### config.mk
export PLATFORM = sky130hd
export DESIGN_NAME = pin_vec_engine
export DESIGN_NICKNAME = d
export VERILOG_FILES = /design/src/rtl/pve_pkg.sv /design/src/rtl/pve_store.sv /design/src/rtl/pve_seq.sv /design/src/rtl/pve_fmt.sv /design/src/rtl/pve_cmp.sv /design/src/rtl/pin_vec_engine.sv
export SDC_FILE = /design/constraint.sdc
export NUM_CORES = 1
export LEC_CHECK = 0
export ABC_AREA = 0
export BUFFER_PORTS_ARGS = -buffer_cell sky130_fd_sc_hd__buf_2
export CORE_MARGIN = 2
export CORE_UTILIZATION = 35
export DETAILED_ROUTE_END_ITERATION = 6
export PLACE_DENSITY = 0.62
export SETUP_SLACK_MARGIN = 0.15
export SLEW_MARGIN = 20
export SYNTH_ARGS = -nofsm -noshare
export SYNTH_HDL_FRONTEND = slang
export SYNTH_SLANG_ARGS = --single-unit
### constraint.sdc
create_clock -name clk -period 4.3 [get_ports clk]
set_input_delay 0.215 -clock clk [delete_from_list [all_inputs] [get_ports clk]]
set_output_delay 0.215 -clock clk [all_outputs]
set_load 0.005 [all_outputs]
### src/rtl/pve_pkg.sv
package pve_pkg;

    localparam int STATE_W = 3;
    localparam int TS_IDX_W = 2;
    localparam int TS_ENTRIES = 1 << TS_IDX_W;

    typedef enum logic [STATE_W-1:0] {
        PS_DRIVE_LO = 3'd0,
        PS_DRIVE_HI = 3'd1,
        PS_EXPECT_LO = 3'd2,
        PS_EXPECT_HI = 3'd3,
        PS_MASKED = 3'd4
    } pin_state_e;

    typedef struct packed {
        logic [STATE_W-1:0] code;
        logic [TS_IDX_W-1:0] ts_sel;
    } vec_word_t;

    function automatic logic is_drive(input logic [STATE_W-1:0] code);
        return (code == PS_DRIVE_LO) || (code == PS_DRIVE_HI);
    endfunction

    function automatic logic drive_bit(input logic [STATE_W-1:0] code);
        return code == PS_DRIVE_HI;
    endfunction

    function automatic logic strobe_miss(input logic [STATE_W-1:0] code,
                                         input logic hi, input logic lo);
        return ((code == PS_EXPECT_HI) && !hi) || ((code == PS_EXPECT_LO) && !lo);
    endfunction

endpackage

### src/rtl/pve_store.sv
module pve_store
    import pve_pkg::*;
#(
    parameter int ADDR_W = 4,
    parameter int TICK_W = 3
) (
    input  logic                clk,
    input  logic                rst,
    input  logic                vec_we,
    input  logic [ADDR_W-1:0]   vec_waddr,
    input  logic [STATE_W-1:0]  vec_wstate,
    input  logic [TS_IDX_W-1:0] vec_wts,
    input  logic                ts_we,
    input  logic [TS_IDX_W-1:0] ts_waddr,
    input  logic [TICK_W-1:0]   ts_wdrive,
    input  logic [TICK_W-1:0]   ts_wstrobe,
    input  logic [ADDR_W-1:0]   rd_addr,
    output vec_word_t           rd_vec,
    output logic [TICK_W-1:0]   rd_edge,
    output logic [TICK_W-1:0]   rd_strobe
);
    localparam int DEPTH = 1 << ADDR_W;

    vec_word_t         mem [DEPTH];
    logic [TICK_W-1:0] edge_tab [TS_ENTRIES];
    logic [TICK_W-1:0] strobe_tab [TS_ENTRIES];

    always_ff @(posedge clk) begin
        if (rst) begin
            for (int i = 0; i < DEPTH; i++) begin
                mem[i] <= '{code: PS_MASKED, ts_sel: '0};
            end
        end else if (vec_we) begin
            mem[vec_waddr] <= '{code: vec_wstate, ts_sel: vec_wts};
        end
    end

    always_ff @(posedge clk) begin
        if (rst) begin
            for (int j = 0; j < TS_ENTRIES; j++) begin
                edge_tab[j] <= '0;
                strobe_tab[j] <= '0;
            end
        end else if (ts_we) begin
            edge_tab[ts_waddr] <= ts_wdrive;
            strobe_tab[ts_waddr] <= ts_wstrobe;
        end
    end

    always_comb begin
        rd_vec = mem[rd_addr];
        rd_edge = edge_tab[rd_vec.ts_sel];
        rd_strobe = strobe_tab[rd_vec.ts_sel];
    end

endmodule

### src/rtl/pve_seq.sv
module pve_seq #(
    parameter int ADDR_W = 4,
    parameter int PERIOD = 8,
    parameter int TICK_W = 3
) (
    input  logic              clk,
    input  logic              rst,
    input  logic              start,
    input  logic [ADDR_W-1:0] last_addr,
    output logic              busy,
    output logic              done,
    output logic [ADDR_W-1:0] addr,
    output logic [TICK_W-1:0] tick,
    output logic              run_start,
    output logic              vec_end
);
    localparam logic [TICK_W-1:0] LAST_TICK = TICK_W'(PERIOD - 1);

    logic [ADDR_W-1:0] run_last;

    assign run_start = start && !busy;
    assign vec_end = busy && (tick == LAST_TICK);

    always_ff @(posedge clk) begin
        if (rst) begin
            busy <= 1'b0;
            done <= 1'b0;
            addr <= '0;
            tick <= '0;
            run_last <= '0;
        end else if (run_start) begin
            busy <= 1'b1;
            done <= 1'b0;
            addr <= '0;
            tick <= '0;
            run_last <= last_addr;
        end else if (busy) begin
            if (tick == LAST_TICK) begin
                tick <= '0;
                if (addr == run_last) begin
                    busy <= 1'b0;
                    done <= 1'b1;
                end else begin
                    addr <= addr + 1'b1;
                end
            end else begin
                tick <= tick + 1'b1;
            end
        end
    end

endmodule

### src/rtl/pve_fmt.sv
module pve_fmt
    import pve_pkg::*;
#(
    parameter int TICK_W = 3
) (
    input  logic               clk,
    input  logic               rst,
    input  logic               busy,
    input  logic               run_start,
    input  logic               vec_end,
    input  logic [STATE_W-1:0] code,
    input  logic [TICK_W-1:0]  tick,
    input  logic [TICK_W-1:0]  drive_edge,
    output logic               drv_en,
    output logic               drv_level
);
    logic prev_en;
    logic prev_lvl;
    logic past_edge;

    always_comb begin
        past_edge = tick >= drive_edge;
        drv_en = busy && is_drive(code) && (past_edge || prev_en);
        drv_level = drv_en && (past_edge ? drive_bit(code) : prev_lvl);
    end

    always_ff @(posedge clk) begin
        if (rst || run_start) begin
            prev_en <= 1'b0;
            prev_lvl <= 1'b0;
        end else if (vec_end) begin
            prev_en <= drv_en;
            prev_lvl <= drv_level;
        end
    end

endmodule

### src/rtl/pve_cmp.sv
module pve_cmp
    import pve_pkg::*;
#(
    parameter int ADDR_W = 4,
    parameter int CNT_W = 3,
    parameter int TICK_W = 3
) (
    input  logic               clk,
    input  logic               rst,
    input  logic               run_start,
    input  logic               busy,
    input  logic [TICK_W-1:0]  tick,
    input  logic [TICK_W-1:0]  strobe_tick,
    input  logic [STATE_W-1:0] code,
    input  logic [ADDR_W-1:0]  addr,
    input  logic               cmp_hi,
    input  logic               cmp_lo,
    output logic [CNT_W-1:0]   fail_count,
    output logic               first_valid,
    output logic [ADDR_W-1:0]  first_addr
);
    localparam logic [CNT_W-1:0] CNT_MAX = '1;

    logic hit;

    assign hit = busy && (tick == strobe_tick) && strobe_miss(code, cmp_hi, cmp_lo);

    always_ff @(posedge clk) begin
        if (rst || run_start) begin
            fail_count <= '0;
            first_valid <= 1'b0;
            first_addr <= '0;
        end else if (hit) begin
            if (fail_count != CNT_MAX) begin
                fail_count <= fail_count + 1'b1;
            end
            if (!first_valid) begin
                first_valid <= 1'b1;
                first_addr <= addr;
            end
        end
    end

endmodule

### src/rtl/pin_vec_engine.sv
module pin_vec_engine
    import pve_pkg::*;
#(
    parameter int ADDR_W = 4,
    parameter int PERIOD = 8,
    parameter int CNT_W = 3,
    localparam int TICK_W = (PERIOD > 2) ? $clog2(PERIOD) : 1
) (
    input  logic                clk,
    input  logic                rst,
    input  logic                vec_we,
    input  logic [ADDR_W-1:0]   vec_waddr,
    input  logic [2:0]          vec_wstate,
    input  logic [1:0]          vec_wts,
    input  logic                ts_we,
    input  logic [1:0]          ts_waddr,
    input  logic [TICK_W-1:0]   ts_wdrive,
    input  logic [TICK_W-1:0]   ts_wstrobe,
    input  logic                start,
    input  logic [ADDR_W-1:0]   last_addr,
    input  logic                cmp_hi,
    input  logic                cmp_lo,
    output logic                drv_en,
    output logic                drv_level,
    output logic                busy,
    output logic                done,
    output logic                pass,
    output logic [CNT_W-1:0]    fail_count,
    output logic                first_fail_valid,
    output logic [ADDR_W-1:0]   first_fail_addr
);
    logic [ADDR_W-1:0] addr;
    logic [TICK_W-1:0] tick;
    logic              run_start;
    logic              vec_end;
    vec_word_t         cur_vec;
    logic [TICK_W-1:0] cur_edge;
    logic [TICK_W-1:0] cur_strobe;
    logic              at_drive_edge;

    pve_seq #(.ADDR_W(ADDR_W), .PERIOD(PERIOD), .TICK_W(TICK_W)) u_seq (
        .clk(clk), .rst(rst), .start(start), .last_addr(last_addr),
        .busy(busy), .done(done), .addr(addr), .tick(tick),
        .run_start(run_start), .vec_end(vec_end)
    );

    pve_store #(.ADDR_W(ADDR_W), .TICK_W(TICK_W)) u_store (
        .clk(clk), .rst(rst),
        .vec_we(vec_we), .vec_waddr(vec_waddr), .vec_wstate(vec_wstate), .vec_wts(vec_wts),
        .ts_we(ts_we), .ts_waddr(ts_waddr), .ts_wdrive(ts_wdrive), .ts_wstrobe(ts_wstrobe),
        .rd_addr(addr), .rd_vec(cur_vec), .rd_edge(cur_edge), .rd_strobe(cur_strobe)
    );

    pve_fmt #(.TICK_W(TICK_W)) u_fmt (
        .clk(clk), .rst(rst), .busy(busy), .run_start(run_start), .vec_end(vec_end),
        .code(cur_vec.code), .tick(tick), .drive_edge(cur_edge),
        .drv_en(drv_en), .drv_level(drv_level)
    );

    pve_cmp #(.ADDR_W(ADDR_W), .CNT_W(CNT_W), .TICK_W(TICK_W)) u_cmp (
        .clk(clk), .rst(rst), .run_start(run_start), .busy(busy),
        .tick(tick), .strobe_tick(cur_strobe), .code(cur_vec.code), .addr(addr),
        .cmp_hi(cmp_hi), .cmp_lo(cmp_lo),
        .fail_count(fail_count), .first_valid(first_fail_valid), .first_addr(first_fail_addr)
    );

    assign at_drive_edge = busy && is_drive(cur_vec.code) && (tick == cur_edge);
    assign pass = done && (fail_count == '0);

endmodule

Word-level counts from Yosys, hierarchy flattened
Memory sizes are Yosys's and may differ from the RTL's. A register that Yosys moved wholly into a read port is not among the register bits.
Index checks and enable logic that the tools add are counted.

storage, ports and cells
  register bits = 23
  memory bits (writable) = 104
  output and inout port bits = 13
  memories kept = 3

operators by class
  add/subtract/negate cells = 3
  magnitude comparators = 1
  equal/unequal tests = 7
  mux-type cells = 25
  bitwise gates (word level) = 2
  reductions and logical operators = 27

memory list
  memory              words  width  rd ports  clocked after Yosys merged registers in  wr ports  RTL line         RTL
  u_store.mem         16     5      1         1                                        16        pve_store.sv:24  vec_word_t mem [DEPTH];
  u_store.edge_tab    4      3      1         0                                        4         pve_store.sv:25  logic [TICK_W-1:0] edge_tab [TS_ENTRIES];
  u_store.strobe_tab  4      3      1         0                                        4         pve_store.sv:26  logic [TICK_W-1:0] strobe_tab [TS_ENTRIES];

operators with widths
  operator                                                         number
  1-bit two-way mux                                                16
  4-bit two-way mux                                                3
  1-bit logical AND                                                10
  3-bit two-way mux                                                3
  3-bit by 1-bit adder with 3-bit output, second input constant    2
  3-bit by 2-bit == test with 1-bit output, second input constant  2
  3-bit zero test                                                  2
  3-bit AND reduction                                              2
  3-bit OR reduction                                               2
  5-bit two-way mux                                                1
  5-bit OR reduction                                               1
  4-bit by 1-bit adder with 4-bit output, second input constant    1
  4-bit == test                                                    1
  1-bit logical OR                                                 4
  2-bit two-way mux                                                2
  2-bit AND reduction                                              2
  3-bit by 1-bit == test with 1-bit output, second input constant  1
  3-bit == test                                                    1
  3-bit == test, second input constant                             1
  3-bit greater-or-equal comparator                                1
  1-bit zero test                                                  3
  3-bit != test, second input constant                             1
  1-bit inverter                                                   2
  2-bit OR reduction                                               1

Logic depth before layout (Yosys ltp)
Gate-level depths: netlist (run 1).

  depth after elaboration = 5
  depth in mapped cells = 16
  gate-level depth less buffers = 13

By module
From an unflattened synthesis (run 1), not the netlist that was laid out.

second synthesis, totals
  cell total of the unflattened synthesis = 454
  area total of the unflattened synthesis = 6,143.4 um2

by module, submodules not included
  module          instances  cells an instance  area an instance (um2)  seq. area each (um2)
  pve_store       1          322                4,901.0                 3,123.0
  pve_seq         1          62                 599.3                   260.2
  pve_cmp         1          44                 421.7                   160.2
  pve_fmt         1          25                 206.4                   40.0
  pin_vec_engine  1          1                  15.0                    0.0

Worst setup path after synthesis (run 1)
OpenSTA, ideal clock, no wires.

  path type = flip-flop to flip-flop
  start point = register (tool-made name)
  end point = register u_fmt.prev_lvl
  setup time = 0.065 ns
  arrival = 3.432 ns
  data required time = 4.235 ns
  setup slack = 0.803 ns
  cell stages (with the launch flop) = 16
  buffers on the path = 3
  path through = dfxtp_1 -> buf_4 -> mux4_2 -> mux4_2 -> buf_2 -> buf_4 -> a211oi_1 -> a21oi_1 -> ha_1 -> nand2b_1 -> a21o_1 -> a21oi_1 -> a221oi_1 -> a21boi_1 -> mux2i_1 -> nor2_1

RTL lines
  element                 RTL line       RTL
  end signal: assignment  pve_fmt.sv:33  prev_lvl <= drv_level;
  end: declaration        pve_fmt.sv:18  logic prev_lvl;

==> results.json, run 1 <==
{
  "outcome": "finished, final reports clean",
  "fin_area_um2": 7550,
  "drtIter0Drc": 323,
  "dr_wl_met2_um": 7700,
  "row_count": 49,
  "antenna_found_initial": 0,
  "antenna_cells": 0,
  "start_util_pct": 36.0,
  "drt_wl_total_um": 15300,
  "synth_warnings": 0,
  "core_um2": 18100,
  "path_max_fanout": 7,
  "vias": 4127,
  "cts_sinks": 131,
  "final_layout_size_suffix_gt1_share_pct": 25.7,
  "p_seq_share_pct": 49.3,
  "clk_latency_ns": 0.42,
  "post-synth-top-area-fraction_pct": 48.0,
  "drc": 0,
  "comb_power_share_pct": 6.7,
  "async_flop_share_pct": 0,
  "avgRoutedWirePerCell_um": 19.1,
  "numCtsBuffers": 17,
  "cts-root-buf": "clkbuf_16",
  "finalCritPeriodShare_pct": 89.6,
  "sw_frac_of_total_pct": 21.6,
  "max_freq_mhz": 259,
  "synthFlopType": "edfxtp_1",
  "finalSetupViolCount": 0,
  "ctsHoldBuffers": 0,
  "worstPathRequired_ns": 4.09,
  "pwr_density_cell_nw_per_um2": 394,
  "track_usage_pct": 16.2,
  "yosys.area.top_type": "edfxtp_1",
  "ys_ff_latch": 131,
  "slew-limit-headroom_pct": 42.5,
  "place_congestion": 0.838,
  "port_buffers": 40,
  "area_growth_pct": 16.1,
  "drt-pass1-iter-count": 4,
  "routed-wl-met3_um": 843,
  "drv_cap": 0,
  "grt_start_max_net_pins": 31,
  "syn_nets": 548,
  "setup_tns_ns": 0,
  "grt_pass1_wl_um": 23600,
  "cts_tree": "yes",
  "ant_nets": 0,
  "place_area_um2": 6900,
  "hold_class": "in2reg",
  "synth.area.top_cells": "edfxtp_1, and2_1, dfxtp_1",
  "tightestPinTransition_ns": 0.859,
  "hold_ws_ns": 0.0414,
  "grt_pass1_vias": 4244,
  "fill_cells": 1682,
  "die_h_um": 140,
  "crit_type": "reg2out",
  "viasPerCell": 5.15,
  "drv_slew": 0,
  "clkTransAtPathRegs_ns": 0.06,
  "crit_path_end_kind": "output pin",
  "avgSynthCellArea_um2": 12.7,
  "p_clk_share_pct": 44.0,
  "overflow": 0,
  "skew_ns": 0.0112,
  "rsz0062_at_grt": "false",
  "period_needed_ns": 3.85,
  "dieArea_um2": 19700,
  "io_pins": 41,
  "p_leak_nw": 2.77,
  "dpl.hpwl_um": 10900,
  "htree_levels": 4,
  "p_int_mw": 2.33,
  "synth_edf_count": 104,
  "startpoint_type": "flip-flop",
  "die_w_um": 140,
  "p_sw_mw": 0.644,
  "layout.nets": 597,
  "ir_drop_mv": 0.257,
  "seq_area_frac_synth_pct": 56.3,
  "yosysUniqueCellTypes": 51,
  "finalHoldViolations": 0,
  "cp.arrival_ns": 3.64,
  "synth_cells": 511,
  "clk_path_buf_depth": 2,
  "routed.top_layer": "met4",
  "wl_met1_um": 6570,
  "synth_area_um2": 6500,
  "utilization_pct": 41.7
}
-- power by group through the flow --
stage | registers [mW] | logic (mW) | clock network (mW)
floorplan | 1.47 | 0.133 | 0
global placement | 1.49 | 0.181 | 0
detailed placement | 1.49 | 0.188 | 0
CTS | 1.47 | 0.190 | 1.33
global route | 1.47 | 0.219 | 1.40
finish | 1.47 | 0.199 | 1.31
-- worst paths after layout --
path / cells past startpoint / from / end / slack, ns
min: 3 / last_addr[3] / u_seq.run_last[3] / 0.04
max reg2reg: 11 / flip-flop / u_fmt.prev_en / 0.90
min reg2reg: 2 / u_cmp.first_addr[1] / u_cmp.first_addr[1] / 0.46
max: 11 / flip-flop / drv_level / 0.45
-- metal layers --
layer  up-vias  global-route usage (%)
met5         -                       0
met4         0                    5.69
met3        18                    4.14
met2       111                    27.0
met1      2048                    20.4
li1       1950                       -
-- kinds of logic after synthesis --
kind of cell    share of synthesized area (%)
simple gates                             22.5
flops                                    56.3
mux                                      13.7
buf+inv                                  2.50
compound gates                           2.35
fa+ha+maj                                1.73
xor+xnor                                0.943
-- worst max-delay path, stage by stage, from the launching register on --
cell	delay (ns)
dfxtp_2	0.44
mux4_2	0.59
mux4_2	0.61
a211oi_1	0.27
a21oi_1	0.07
ha_1	0.27
nand2b_1	0.09
a21o_1	0.13
a21oi_2	0.08
a221oi_2	0.31
a21boi_2	0.23
buf_2	0.13
-- layout by cell type (no fill, tap or decap), types with 2 or more instances in the layout --
cell	instances
mux2_4	5
nor3_1	7
clkbuf_1	6
and2_1	88
nor4_2	3
and3b_1	4
nand2_1	37
buf_4	14
mux2i_1	24
mux2_1	3
a21oi_1	2
clkbuf_16	17
inv_1	8
clkinv_2	5
clkbuf_8	2
xor2_1	6
nor4_1	5
or3_1	14
o311a_1	3
nor2_1	38
mux2_2	8
dfxtp_2	3
or3b_1	2
mux4_2	20
ha_1	9
nand3b_1	3
nor2b_1	3
a311oi_1	3
buf_2	40
nand2b_1	9
edfxtp_1	104
o21ai_0	2
dfxtp_1	23
clkinv_1	2
or2_2	20
and4_1	2
nor3b_1	7
nor4b_4	2
-- registers in the layout, summed over array words and instances, names as in the netlist, named ones only --
register and cells:
u_seq.done 1, u_store.strobe_tab 12, u_cmp.first_addr 4, u_fmt.prev_en 1, u_seq.run_last 4, u_cmp.first_valid 1
u_store.mem 80, u_store.edge_tab 12, u_seq.busy 1, u_seq.addr 4, u_cmp.fail_count 3, u_fmt.prev_lvl 1
u_seq.tick 3
-- stage by stage --
step / instances / power (mW) / setup WS, ns
5_1_grt: 802 / 3.09 / 0.200
2_1_floorplan: 511 / 1.60 / 0.803
3_3_place_gp: 760 / 1.67 / 0.634
4_1_cts: 792 / 2.99 / 0.247
6_report: 802 / 2.98 / 0.446
3_5_place_dp: 760 / 1.68 / 0.443
-- final cells by class --
class | count | area (µm²) | area share, %
Clock buffer | 25 | 475 | 6.30
Clock inverter | 7 | 58.8 | 0.779
Inverter | 9 | 33.8 | 0.447
Multi-Input combinational cell | 347 | 2720 | 36.0
Sequential cell | 131 | 3670 | 48.6
Tap cell | 229 | 287 | 3.80
Timing Repair Buffer | 54 | 305 | 4.04
-- synthesized netlist by cell type (5+ instances only) --
cell      number
nor3b_1        7
or2_2         20
mux4_2        20
and2_1        88
inv_1          8
dfxtp_1       27
edfxtp_1     104
mux2_2         8
nand2b_1       9
nor2_1        38
or3_1         14
clkbuf_1      16
mux2i_1       24
nor4_1         5
xor2_1         6
mux2_4         5
nand2_1       37
ha_1           9
nor3_1         7
-- timing repair --
action / CTS / global route
cloned: 0 / 1
setup buffers: 0 / 9
hold endpoints to repair: 0 / 0
pin swaps: 0 / 1
setup endpoints to repair: 1 / 1
gates resized for setup: 5 / 3
No activity file was read; power rests on OpenSTA's default activity.
==> run 2, diff against run 1 <==
--- a/config.mk
+++ b/config.mk
@@ -7,6 +7,7 @@
 export LEC_CHECK = 0
 export ABC_AREA = 0
 export BUFFER_PORTS_ARGS = -buffer_cell sky130_fd_sc_hd__buf_2
+export CORE_ASPECT_RATIO = 0.9
 export CORE_MARGIN = 2
 export CORE_UTILIZATION = 35
 export DETAILED_ROUTE_END_ITERATION = 6
==> run 2 against run 1 <==
Against the previous run:
- register-to-register slack about the same
- clock-buffer cell count decreased by 6
- largest power group unchanged
- worst setup slack lost 0.074 ns
- sequential share of layout area hardly changed
- largest cell class unchanged
==> results.json, run 2 (synthesis results as in run 1) <==
{
  "outcome": "finished, final reports clean",
  "min_to": "u_seq.run_last[1]",
  "ff2ff_setup_slack_ns": 0.90,
  "overflow": 0,
  "drt_wl_total_um": 14700,
  "ir_drop_mv": 0.243,
  "antenna_found_initial": 0,
  "crit_type": "reg2out",
  "skew_ns": 0.0138,
  "finalHoldViolations": 0,
  "mostFrequentLayoutCells": "edfxtp_1, and2_1, buf_2",
  "core_um2": 18300,
  "layout_commonest_cell": "edfxtp_1",
  "crit_buf_inv": 1,
  "power.total_mw": 3.13,
  "avgRoutedWirePerCell_um": 18.2,
  "antenna_cells": 0,
  "drv_cap": 0,
  "top_register": "u_store.mem",
  "clk_latency_ns": 0.43,
  "ctsHoldBuffers": 0,
  "tightestPinTransition_ns": 0.911,
  "numCtsBuffers": 17,
  "grt_pass1_wl_um": 23200,
  "min_from": "last_addr[1]",
  "drtIter0Drc": 241,
  "cts_sinks": 131,
  "clkTransAtPathRegs_ns": 0.06,
  "die_h_um": 133,
  "r2r_end": "u_fmt.prev_lvl",
  "path_max_fanout": 12,
  "cts-root-buf": "clkbuf_16",
  "area_growth_pct": 16.0,
  "ant_nets": 0,
  "crit_path_end_kind": "output pin",
  "cpPeakStageDelay_ns": 0.59,
  "largest_reg_flops": 80,
  "hold_depth": 3,
  "layout.nets": 588,
  "drv_slew": 0,
  "track_usage_pct": 15.9,
  "hold_class": "in2reg",
  "crit_top_cell": "mux2_2",
  "setup_tns_ns": 0,
  "rsz0062_at_grt": "false",
  "grt_pass1_vias": 4051,
  "seqCellArea_um2": 3670,
  "drt-pass1-iter-count": 4,
  "dpl.hpwl_um": 10800,
  "io_pins": 41,
  "htree_levels": 4,
  "slew-limit-headroom_pct": 39.0,
  "start_util_pct": 35.6,
  "path_delay_family": "multiplexers",
  "dieArea_um2": 19700,
  "viasPerCell": 4.97,
  "cts_tree": "yes",
  "reg_top3": "u_store.mem x80, u_store.edge_tab x12, u_store.strobe_tab x12",
  "place_congestion": 0.852,
  "drc": 0,
  "cp.arrival_ns": 3.71,
  "final_layout_size_suffix_gt1_share_pct": 24.5,
  "port_buffers": 40,
  "cpMaxStageDelayCell": "mux4_2",
  "finalCritPeriodShare_pct": 91.3,
  "startpoint_type": "flip-flop",
  "grt_start_max_net_pins": 32,
  "max_freq_mhz": 255,
  "rr_worst_depth": 13,
  "finalSetupViolCount": 0,
  "clk_path_buf_depth": 2,
  "cp_cell_sequence": "mux2_2 -> mux4_2 -> mux2_2 -> a211oi_1 -> a21oi_1 -> ha_1 -> nand2b_1 -> a21o_1 -> a21oi_2 -> a221oi_2 -> a21boi_1 -> buf_2",
  "p_leak_nw": 2.74,
  "multi_input_area_um2": 2690,
  "worstPathRequired_ns": 4.09,
  "pwr_density_cell_nw_per_um2": 415,
  "fill_cells": 1700,
  "vias": 4018,
  "period_needed_ns": 3.93,
  "row_count": 47,
  "die_w_um": 148
}
==> run 2: changes by cell type in the layout (fill, tap and decap cells not counted), moves of 2 or more <==
cell,change
buf_4,-8
bufinv_16,+3
clkbuf_1,-4
clkbuf_8,-2
clkinv_1,+4
clkinv_2,-3
==> run 2: worst register-to-register path: cells and delay by family, from the launching register on <==
kind	cells	cell delay, ns
and+or+nand+nor	2	0.19
DFF	1	0.44
adders and majority gates	1	0.27
AOI/OAI and AO/OA	6	1.02
muxes	4	1.41
==> run 2: how the worst max path moves through the flow <==
stage                          end  cells past startpoint
floorplan           u_fmt.prev_lvl                     15
global placement         drv_level                     12
detailed placement       drv_level                     12
CTS                      drv_level                     12
global route             drv_level                     12
finish                   drv_level                     12
==> run 2: cell type report <==
cell class / instances / area share [%]
clock inverters: 13 / 2.19
repair buffers: 46 / 3.25
multi-input cells: 346 / 35.6
inverters: 9 / 0.448
flip-flops and latches: 131 / 48.7
clock buffers: 19 / 5.74
well taps: 245 / 4.06
==> run 2: through the flow <==
step,cells,setup WS (ns),hold WS (ns),instance area (µm²),util [%]
final,809,0.372,0.0205,7540,41.2
after floorplan,511,0.803,0.362,6500,-
after CTS,809,0.215,0.0137,7540,41.2
after global placement,775,0.566,0.457,6910,37.8
after detailed placement,775,0.443,0.460,6910,37.8
after global routing,809,0.187,0.0241,7540,41.2
==> run 2: what timing repair did <==
item | CTS | global route
endpoints found under the hold margin | 0 | 0
endpoints found under the setup margin | 1 | 1
buffers inserted | 2 | 0
gates resized for setup | 4 | 3
==> run 2: per-layer routing <==
layer / track usage (%) / wire length (µm) / vias up
met5: 0 / 0 / -
li1: - / - / 1939
met4: 4.59 / 127 / 0
met1: 21.7 / 6830 / 1969
met2: 24.8 / 6990 / 98
met3: 4.62 / 768 / 12
==> run 2: where the power goes <==
part | switching, mW | internal [mW] | leakage, nW
Combinational | 0.111 | 0.0778 | 1.23
Clock | 0.517 | 0.956 | 0.288
Sequential | 0.0341 | 1.43 | 1.23
